### src/rtl/dma_seq_pkg.sv
package dma_seq_pkg;

  typedef struct packed {
    logic       to_mem;    // 1: register side read, memory side written
    logic       indir;     // not used by this engine
    logic       spare;     // not used
    logic       step_down;
    logic       hold_src;
    logic [2:0] mode;
  } dma_ctrl_t;

  // index mask = pattern length - 1
  function automatic logic [1:0] pat_mask(input logic [2:0] m);
    case (m)
      3'b000:                 return 2'b00;
      3'b001, 3'b010, 3'b110: return 2'b01;
      default:                return 2'b11;
    endcase
  endfunction

  function automatic logic [1:0] pat_offset(input logic [2:0] m, input logic [1:0] i);
    case (m)
      3'b001, 3'b101: return {1'b0, i[0]};
      3'b011, 3'b111: return {1'b0, i[1]};
      3'b100:         return i;
      default:        return 2'b00;
    endcase
  endfunction

endpackage

### src/rtl/dma_pattern_gen.sv
module dma_pattern_gen #(
  parameter int REG_W = 8
) (
  input  logic             clk,
  input  logic             rst,
  input  logic             load,
  input  logic             advance,
  input  logic [2:0]       mode_in,
  input  logic [REG_W-1:0] base_in,
  output logic [REG_W-1:0] reg_addr
);
  import dma_seq_pkg::*;

  logic [2:0]       mode_q;
  logic [REG_W-1:0] base_q;
  logic [1:0]       idx_q;
  logic [1:0]       idx_nx;

  assign idx_nx = (idx_q + 2'd1) & pat_mask(mode_q);

  always_ff @(posedge clk) begin
    if (rst) begin
      mode_q   <= '0;
      base_q   <= '0;
      idx_q    <= '0;
      reg_addr <= '0;
    end else if (load) begin
      mode_q   <= mode_in;
      base_q   <= base_in;
      idx_q    <= '0;
      reg_addr <= base_in;
    end else if (advance) begin
      idx_q    <= idx_nx;
      reg_addr <= base_q + {{(REG_W-2){1'b0}}, pat_offset(mode_q, idx_nx)};
    end
  end

  // offset from base never exceeds 3
  assert_offset_range_R4: assert property (@(posedge clk) disable iff (rst)
    $past(advance) |-> ((reg_addr - base_q) <= REG_W'(3)));

  // first byte of a transfer sits on the base
  assert_restart_R5: assert property (@(posedge clk) disable iff (rst)
    load |=> (reg_addr == $past(base_in)));

endmodule

### src/rtl/dma_src_stepper.sv
module dma_src_stepper #(
  parameter int ADDR_W = 24,
  parameter int STEP_W = 16
) (
  input  logic              clk,
  input  logic              rst,
  input  logic              load,
  input  logic              advance,
  input  logic              dec_in,
  input  logic              fix_in,
  input  logic [ADDR_W-1:0] addr_in,
  output logic [ADDR_W-1:0] addr
);
  localparam int BANK_W = ADDR_W - STEP_W;

  logic dec_q, fix_q;
  logic [STEP_W-1:0] low_nx;

  always_comb begin
    if (fix_q)      low_nx = addr[STEP_W-1:0];
    else if (dec_q) low_nx = addr[STEP_W-1:0] - STEP_W'(1);
    else            low_nx = addr[STEP_W-1:0] + STEP_W'(1);
  end

  always_ff @(posedge clk) begin
    if (rst) begin
      dec_q <= 1'b0;
      fix_q <= 1'b0;
      addr  <= '0;
    end else if (load) begin
      dec_q <= dec_in;
      fix_q <= fix_in;
      addr  <= addr_in;
    end else if (advance) begin
      addr[STEP_W-1:0] <= low_nx;
    end
  end

  // bank byte untouched by stepping
  assert_bank_hold_R6: assert property (@(posedge clk) disable iff (rst)
    $past(advance) && !$past(load) |-> addr[ADDR_W-1:STEP_W] == $past(addr[ADDR_W-1:STEP_W]));

  // fixed source never moves
  assert_fixed_src_R7: assert property (@(posedge clk) disable iff (rst)
    advance && fix_q && !load |=> $stable(addr));

  // unit step in the chosen direction
  assert_step_size_R6: assert property (@(posedge clk) disable iff (rst)
    advance && !fix_q && !load |=>
      (addr[STEP_W-1:0] - $past(addr[STEP_W-1:0])) == ($past(dec_q) ? {STEP_W{1'b1}} : STEP_W'(1)));

  if (BANK_W < 1) begin : g_bad
    initial $error("ADDR_W must exceed STEP_W");
  end
endmodule

### src/rtl/dma_len_counter.sv
module dma_len_counter #(
  parameter int CNT_W = 16
) (
  input  logic             clk,
  input  logic             rst,
  input  logic             load,
  input  logic             advance,
  input  logic [CNT_W-1:0] count_in,
  output logic             last
);
  logic [CNT_W:0] rem_q;

  always_ff @(posedge clk) begin
    if (rst)          rem_q <= '0;
    else if (load)    rem_q <= (count_in == '0) ? {1'b1, {CNT_W{1'b0}}} : {1'b0, count_in};
    else if (advance) rem_q <= rem_q - 1'b1;
  end

  assign last = (rem_q == (CNT_W+1)'(1));

  // never steps past the final byte
  assert_no_underflow_R8: assert property (@(posedge clk) disable iff (rst)
    advance |-> rem_q > (CNT_W+1)'(1));
endmodule

### src/rtl/dma_seq_top.sv
module dma_seq_top #(
  parameter int ADDR_W = 24,
  parameter int STEP_W = 16,
  parameter int REG_W  = 8,
  parameter int CNT_W  = 16
) (
  input  logic              clk,
  input  logic              rst,
  input  logic              start,
  input  logic [7:0]        ctrl,
  input  logic [ADDR_W-1:0] src_start,
  input  logic [CNT_W-1:0]  byte_count,
  input  logic [REG_W-1:0]  reg_base,
  output logic              busy,
  output logic              done,
  output logic [ADDR_W-1:0] src_addr,
  output logic [REG_W-1:0]  reg_addr,
  output logic              mem_rd,
  output logic              mem_wr,
  output logic              reg_rd,
  output logic              reg_wr
);
  import dma_seq_pkg::*;

  dma_ctrl_t cfg;
  logic accept, step, finish, last;

  assign cfg    = dma_ctrl_t'(ctrl);
  assign accept = start & ~busy;
  assign step   = busy & ~last;
  assign finish = busy & last;

  dma_pattern_gen #(.REG_W(REG_W)) u_pat (
    .clk(clk), .rst(rst), .load(accept), .advance(step),
    .mode_in(cfg.mode), .base_in(reg_base), .reg_addr(reg_addr));

  dma_src_stepper #(.ADDR_W(ADDR_W), .STEP_W(STEP_W)) u_src (
    .clk(clk), .rst(rst), .load(accept), .advance(step),
    .dec_in(cfg.step_down), .fix_in(cfg.hold_src),
    .addr_in(src_start), .addr(src_addr));

  dma_len_counter #(.CNT_W(CNT_W)) u_len (
    .clk(clk), .rst(rst), .load(accept), .advance(step),
    .count_in(byte_count), .last(last));

  always_ff @(posedge clk) begin
    if (rst) begin
      busy   <= 1'b0;
      done   <= 1'b0;
      mem_rd <= 1'b0;
      mem_wr <= 1'b0;
      reg_rd <= 1'b0;
      reg_wr <= 1'b0;
    end else begin
      done <= finish;
      if (accept) begin
        busy   <= 1'b1;
        mem_rd <= ~cfg.to_mem;
        reg_wr <= ~cfg.to_mem;
        reg_rd <= cfg.to_mem;
        mem_wr <= cfg.to_mem;
      end else if (finish) begin
        busy   <= 1'b0;
        mem_rd <= 1'b0;
        mem_wr <= 1'b0;
        reg_rd <= 1'b0;
        reg_wr <= 1'b0;
      end
    end
  end

  // no strobes while idle
  assert_idle_quiet_R3: assert property (@(posedge clk) disable iff (rst)
    !busy |-> !(mem_rd | mem_wr | reg_rd | reg_wr));

  // exactly one read and one write per active byte
  assert_strobe_pair_R3: assert property (@(posedge clk) disable iff (rst)
    busy |-> ($countones({mem_rd, reg_rd}) == 1) && ($countones({mem_wr, reg_wr}) == 1)
             && (mem_rd == reg_wr));

  // done is a single pulse following the last byte
  assert_done_pulse_R9: assert property (@(posedge clk) disable iff (rst)
    done |-> !busy ##1 !done);

  assert_done_after_busy_R9: assert property (@(posedge clk) disable iff (rst)
    $fell(busy) |-> done);

  // a start during a transfer leaves the direction alone
  assert_start_ignored_R2: assert property (@(posedge clk) disable iff (rst)
    busy && $past(busy) |-> $stable(mem_rd) && $stable(mem_wr));
endmodule

### config.mk
export PLATFORM = sky130hd
export DESIGN_NAME = dma_seq_top
export DESIGN_NICKNAME = d
export VERILOG_FILES = /design/src/rtl/dma_seq_pkg.sv /design/src/rtl/dma_pattern_gen.sv /design/src/rtl/dma_src_stepper.sv /design/src/rtl/dma_len_counter.sv /design/src/rtl/dma_seq_top.sv
export SDC_FILE = /design/constraint.sdc
export NUM_CORES = 1
export LEC_CHECK = 0
export ABC_AREA = 1
export BUFFER_PORTS_ARGS = -buffer_cell sky130_fd_sc_hd__clkbuf_2
export CELL_PAD_IN_SITES_DETAIL_PLACEMENT = 0
export CELL_PAD_IN_SITES_GLOBAL_PLACEMENT = 1
export CORE_ASPECT_RATIO = 0.7
export CORE_MARGIN = 5
export CORE_UTILIZATION = 34
export CTS_CLUSTER_SIZE = 28
export DETAILED_ROUTE_END_ITERATION = 12
export GPL_TIMING_DRIVEN = 0
export PLACE_DENSITY_LB_ADDON = 0.1
export RECOVER_POWER = 25
export SLEW_MARGIN = 0
export SYNTH_ARGS = -nofsm -noshare
export SYNTH_HDL_FRONTEND = slang
export SYNTH_SLANG_ARGS = --single-unit
### constraint.sdc
create_clock -name clk -period 2 [get_ports clk]
set_input_delay 0.3 -clock clk [delete_from_list [all_inputs] [get_ports clk]]
set_output_delay 0.3 -clock clk [all_outputs]
set_load 0.1 [all_outputs]
==> impl_metrics.py <==
metrics = {
    "status": {
        "outcome": "finished, violations left",
        "violations": "setup timing",
    },
    "routing": {
        "drtIter0Drc": 311,
        "post_drt_wl_per_cell_um": 15.70,
        "num_vias": 4601,
        "dr.pass1.iters": 4,
        "route.detailed.drc": 0,
        "post_drt_via_cell_ratio": 4.879,
        "drt-total-wl_um": 14810,
        "final_antenna_net_count": 0,
    },
    "clock_network": {
        "cts_buffers": 9,
        "ctsHtreeMaxLevel": 3,
        "clock_latency_ps": 340,
        "cts_root_buffer": "clkbuf_16",
        "clock-sinks": 68,
        "clockBufferDepth": 2,
        "cts.clk_slew.worst_paths_ps": 70,
        "cts_hold_buf": 0,
        "cts_tree": "built",
    },
    "placement": {
        "place.gp.congestion": 0.9104,
        "place_inst": 922,
        "dp_hpwl_um": 11120,
        "io_buffers": 94,
    },
    "sta": {
        "max_slew_margin_pct": 38.74,
        "hold_violations": 0,
        "fmax_mhz": 488.3,
        "hold_ws_ps": 211.3,
        "timing.final.crit_share_pct": 102.4,
        "tightest_slew_ps": 918.9,
        "min_period_ps": 2048,
        "slew_viol_final": 0,
        "setup_viol": 2,
        "rsz0062_at_grt": "yes",
        "fin_skew_ps": 8.573,
        "fin_ws_ps": -47.73,
    },
    "final_layout": {
        "insertedDiodeCount": 0,
        "layout.nets": 855,
        "drive_above_1_share_pct": 26.63,
        "area_growth_pct": 27.70,
        "stdcell_count": 943,
        "utilization_pct": 44.48,
    },
    "critical_path": {
        "critPathKind": "register to register",
        "crit_path_cell_trace": "xor2_2 -> nand2_1 -> a21oi_2 -> ha_2 -> inv_2 -> fa_2 -> nor3_4 -> nand3_1 -> a22o_1 -> a31oi_1",
        "critical_path.slowest_cell": "fa_2",
        "arrival_ps": 2310,
        "required_ps": 2260,
        "cp-start-kind": "register",
        "cp_max_fo": 3,
        "cp_slowest_stage_delay_ps": 390,
        "setup.worst_path.end_class": "register",
    },
    "synth": {
        "ys_seq_elements": 68,
        "syn-num-nets": 745,
        "yosys.area.top_type": "dfxtp_1",
        "synth_area_um2": 4327,
        "async_flop_share_pct": 0,
        "synth_area_leaders": "dfxtp_1, nand2_1, nor2_1, inv_1, o21ai_0",
        "synth_area_per_cell_um2": 6.496,
        "synth_top_area_share_pct": 31.46,
        "synth-edff-count": 0,
        "ys.flop_type": "dfxtp_1",
        "syn_inst": 666,
        "yosysSeqAreaShare_pct": 31.46,
        "yosys.cell_count.top_type": "nand2_1",
        "yosys_warnings": 0,
        "synth.distinct_cells": 44,
        "synth.top_cells.by_count": "nand2_1, nor2_1, inv_1, dfxtp_1, o21ai_0",
    },
    "flow_run": {
        "max_cap_violations": 0,
    },
    "power_and_ir_drop": {
        "power_density_nw_per_um2": 966.0,
        "leakage_uw": 0.002701,
        "ir_drop_uv": 445.7,
    },
    "die": {
        "start_util_pct": 34.83,
        "io-pin-count": 97,
        "die-width_um": 144.8,
        "row_count": 34,
        "die_height_um": 104.4,
        "core_area_um2": 12420,
        "die_area_um2": 15120,
    },
    "global_routing": {
        "grt_max_degree": 15,
        "grt_pass1_vias": 4175,
        "globalRouteOverflowTotal": 0,
        "antenna_found_initial": 0,
        "groute.usage.overall_pct": 19.20,
        "grt_pass1_wl_um": 22680,
    },
    "hold_path": {
        "hp-class": "primary input to register",
    },
}
-- repair_timing --
item	CTS	global route
pin swaps	1	6
setup endpoints to repair	17	18
gates resized for setup	9	35
buffers inserted	3	2
-- power breakdown --
part	internal [µW]	switching (µW)	total [µW]
clock	987	716	1700
sequential	1510	136	1640
combinational	549	1440	1990
total	3040	2300	5340
-- routing by layer --
metal	share of wire, %	GRT usage [%]
met3	6.1	3.860
met4	0.59	2.597
met1	53	30.45
met2	40	26.91
met5	0	0
-- path summary, 6_finish.rpt --
kind                                       from                end  slack [ps]  depth (start not counted)
worst min-delay path              src_start[20]     u_src.addr[20]         210                          3
worst max register to register   u_pat.idx_q[1]  u_pat.reg_addr[6]         -50                         10
worst max-delay path             u_pat.idx_q[1]  u_pat.reg_addr[6]         -50                         10
worst min register to register  u_len.rem_q[14]    u_len.rem_q[14]         480                          2
-- layout by cell type (no fill, tap or decap), drive strengths merged, types with 2 or more instances in the layout --
cell and count:
o21ai 50, nor2 99, clkbuf 108, clkinv 2, or2 7, o22ai 6
nor4 2, nand3 39, dfxtp 68, fa 2, a31oi 8, a211oi 3
a21oi 42, xnor2 4, buf 24, a21boi 2, nand3b 2, nand2 187
nor3 9, o31ai 2, xor2 9, ha 18, inv 80
-- metrics by stage --
stage / TNS [ps] / area (µm²) / setup WS [ps] / power (µW)
after floorplan: -25.24 / 4359 / -25.24 / 3138
after CTS: -69.07 / 5386 / -69.07 / 5300
after detailed placement: -4155 / 5032 / -493.4 / 3578
final: -77.60 / 5525 / -47.73 / 5337
after global routing: -566.2 / 5525 / -188.0 / 5625
after global placement: -4184 / 5032 / -442.3 / 3565
-- critical path: cells and delay by family, from the launching register on --
kind | cells | cell delay, ps
AO/OA/AOI/OAI | 3 | 480
XOR/XNOR | 1 | 190
adder cells (fa/ha/maj) | 2 | 580
buffers and inverters | 1 | 40
flip-flops | 1 | 350
AND/OR/NAND/NOR | 3 | 340
-- area by class of cell --
cell class / instances / area, µm²
plain buffers: 24 / 153.9
clock inverters: 7 / 81.33
inverters: 77 / 294.0
fillers: 1336 / 6897
well taps: 162 / 202.7
flip-flops and latches: 68 / 1379
repair buffers: 99 / 511.7
multi-input cells: 497 / 2678
clock buffers: 9 / 225.2
-- logic make-up (layout without fill, tap and decap cells) --
group / count (synthesis) / in the layout / share of synthesized area [%]
adder cells (fa/ha/maj): 20 / 20 / 6.131
flip-flops: 68 / 68 / 31.46
XOR/XNOR: 13 / 13 / 2.632
AO/OA/AOI/OAI: 118 / 118 / 15.79
buffers and inverters: 101 / 216 / 10.38
AND/OR/NAND/NOR: 346 / 346 / 33.60
-- registers in the layout, indices dropped and copies added (netlist names), 2 cells and up --
name / count
u_src.addr: 24
u_pat.mode_q: 3
u_pat.reg_addr: 8
u_pat.base_q: 8
u_pat.idx_q: 2
u_len.rem_q: 17
No activity file was read; power rests on OpenSTA's default activity.
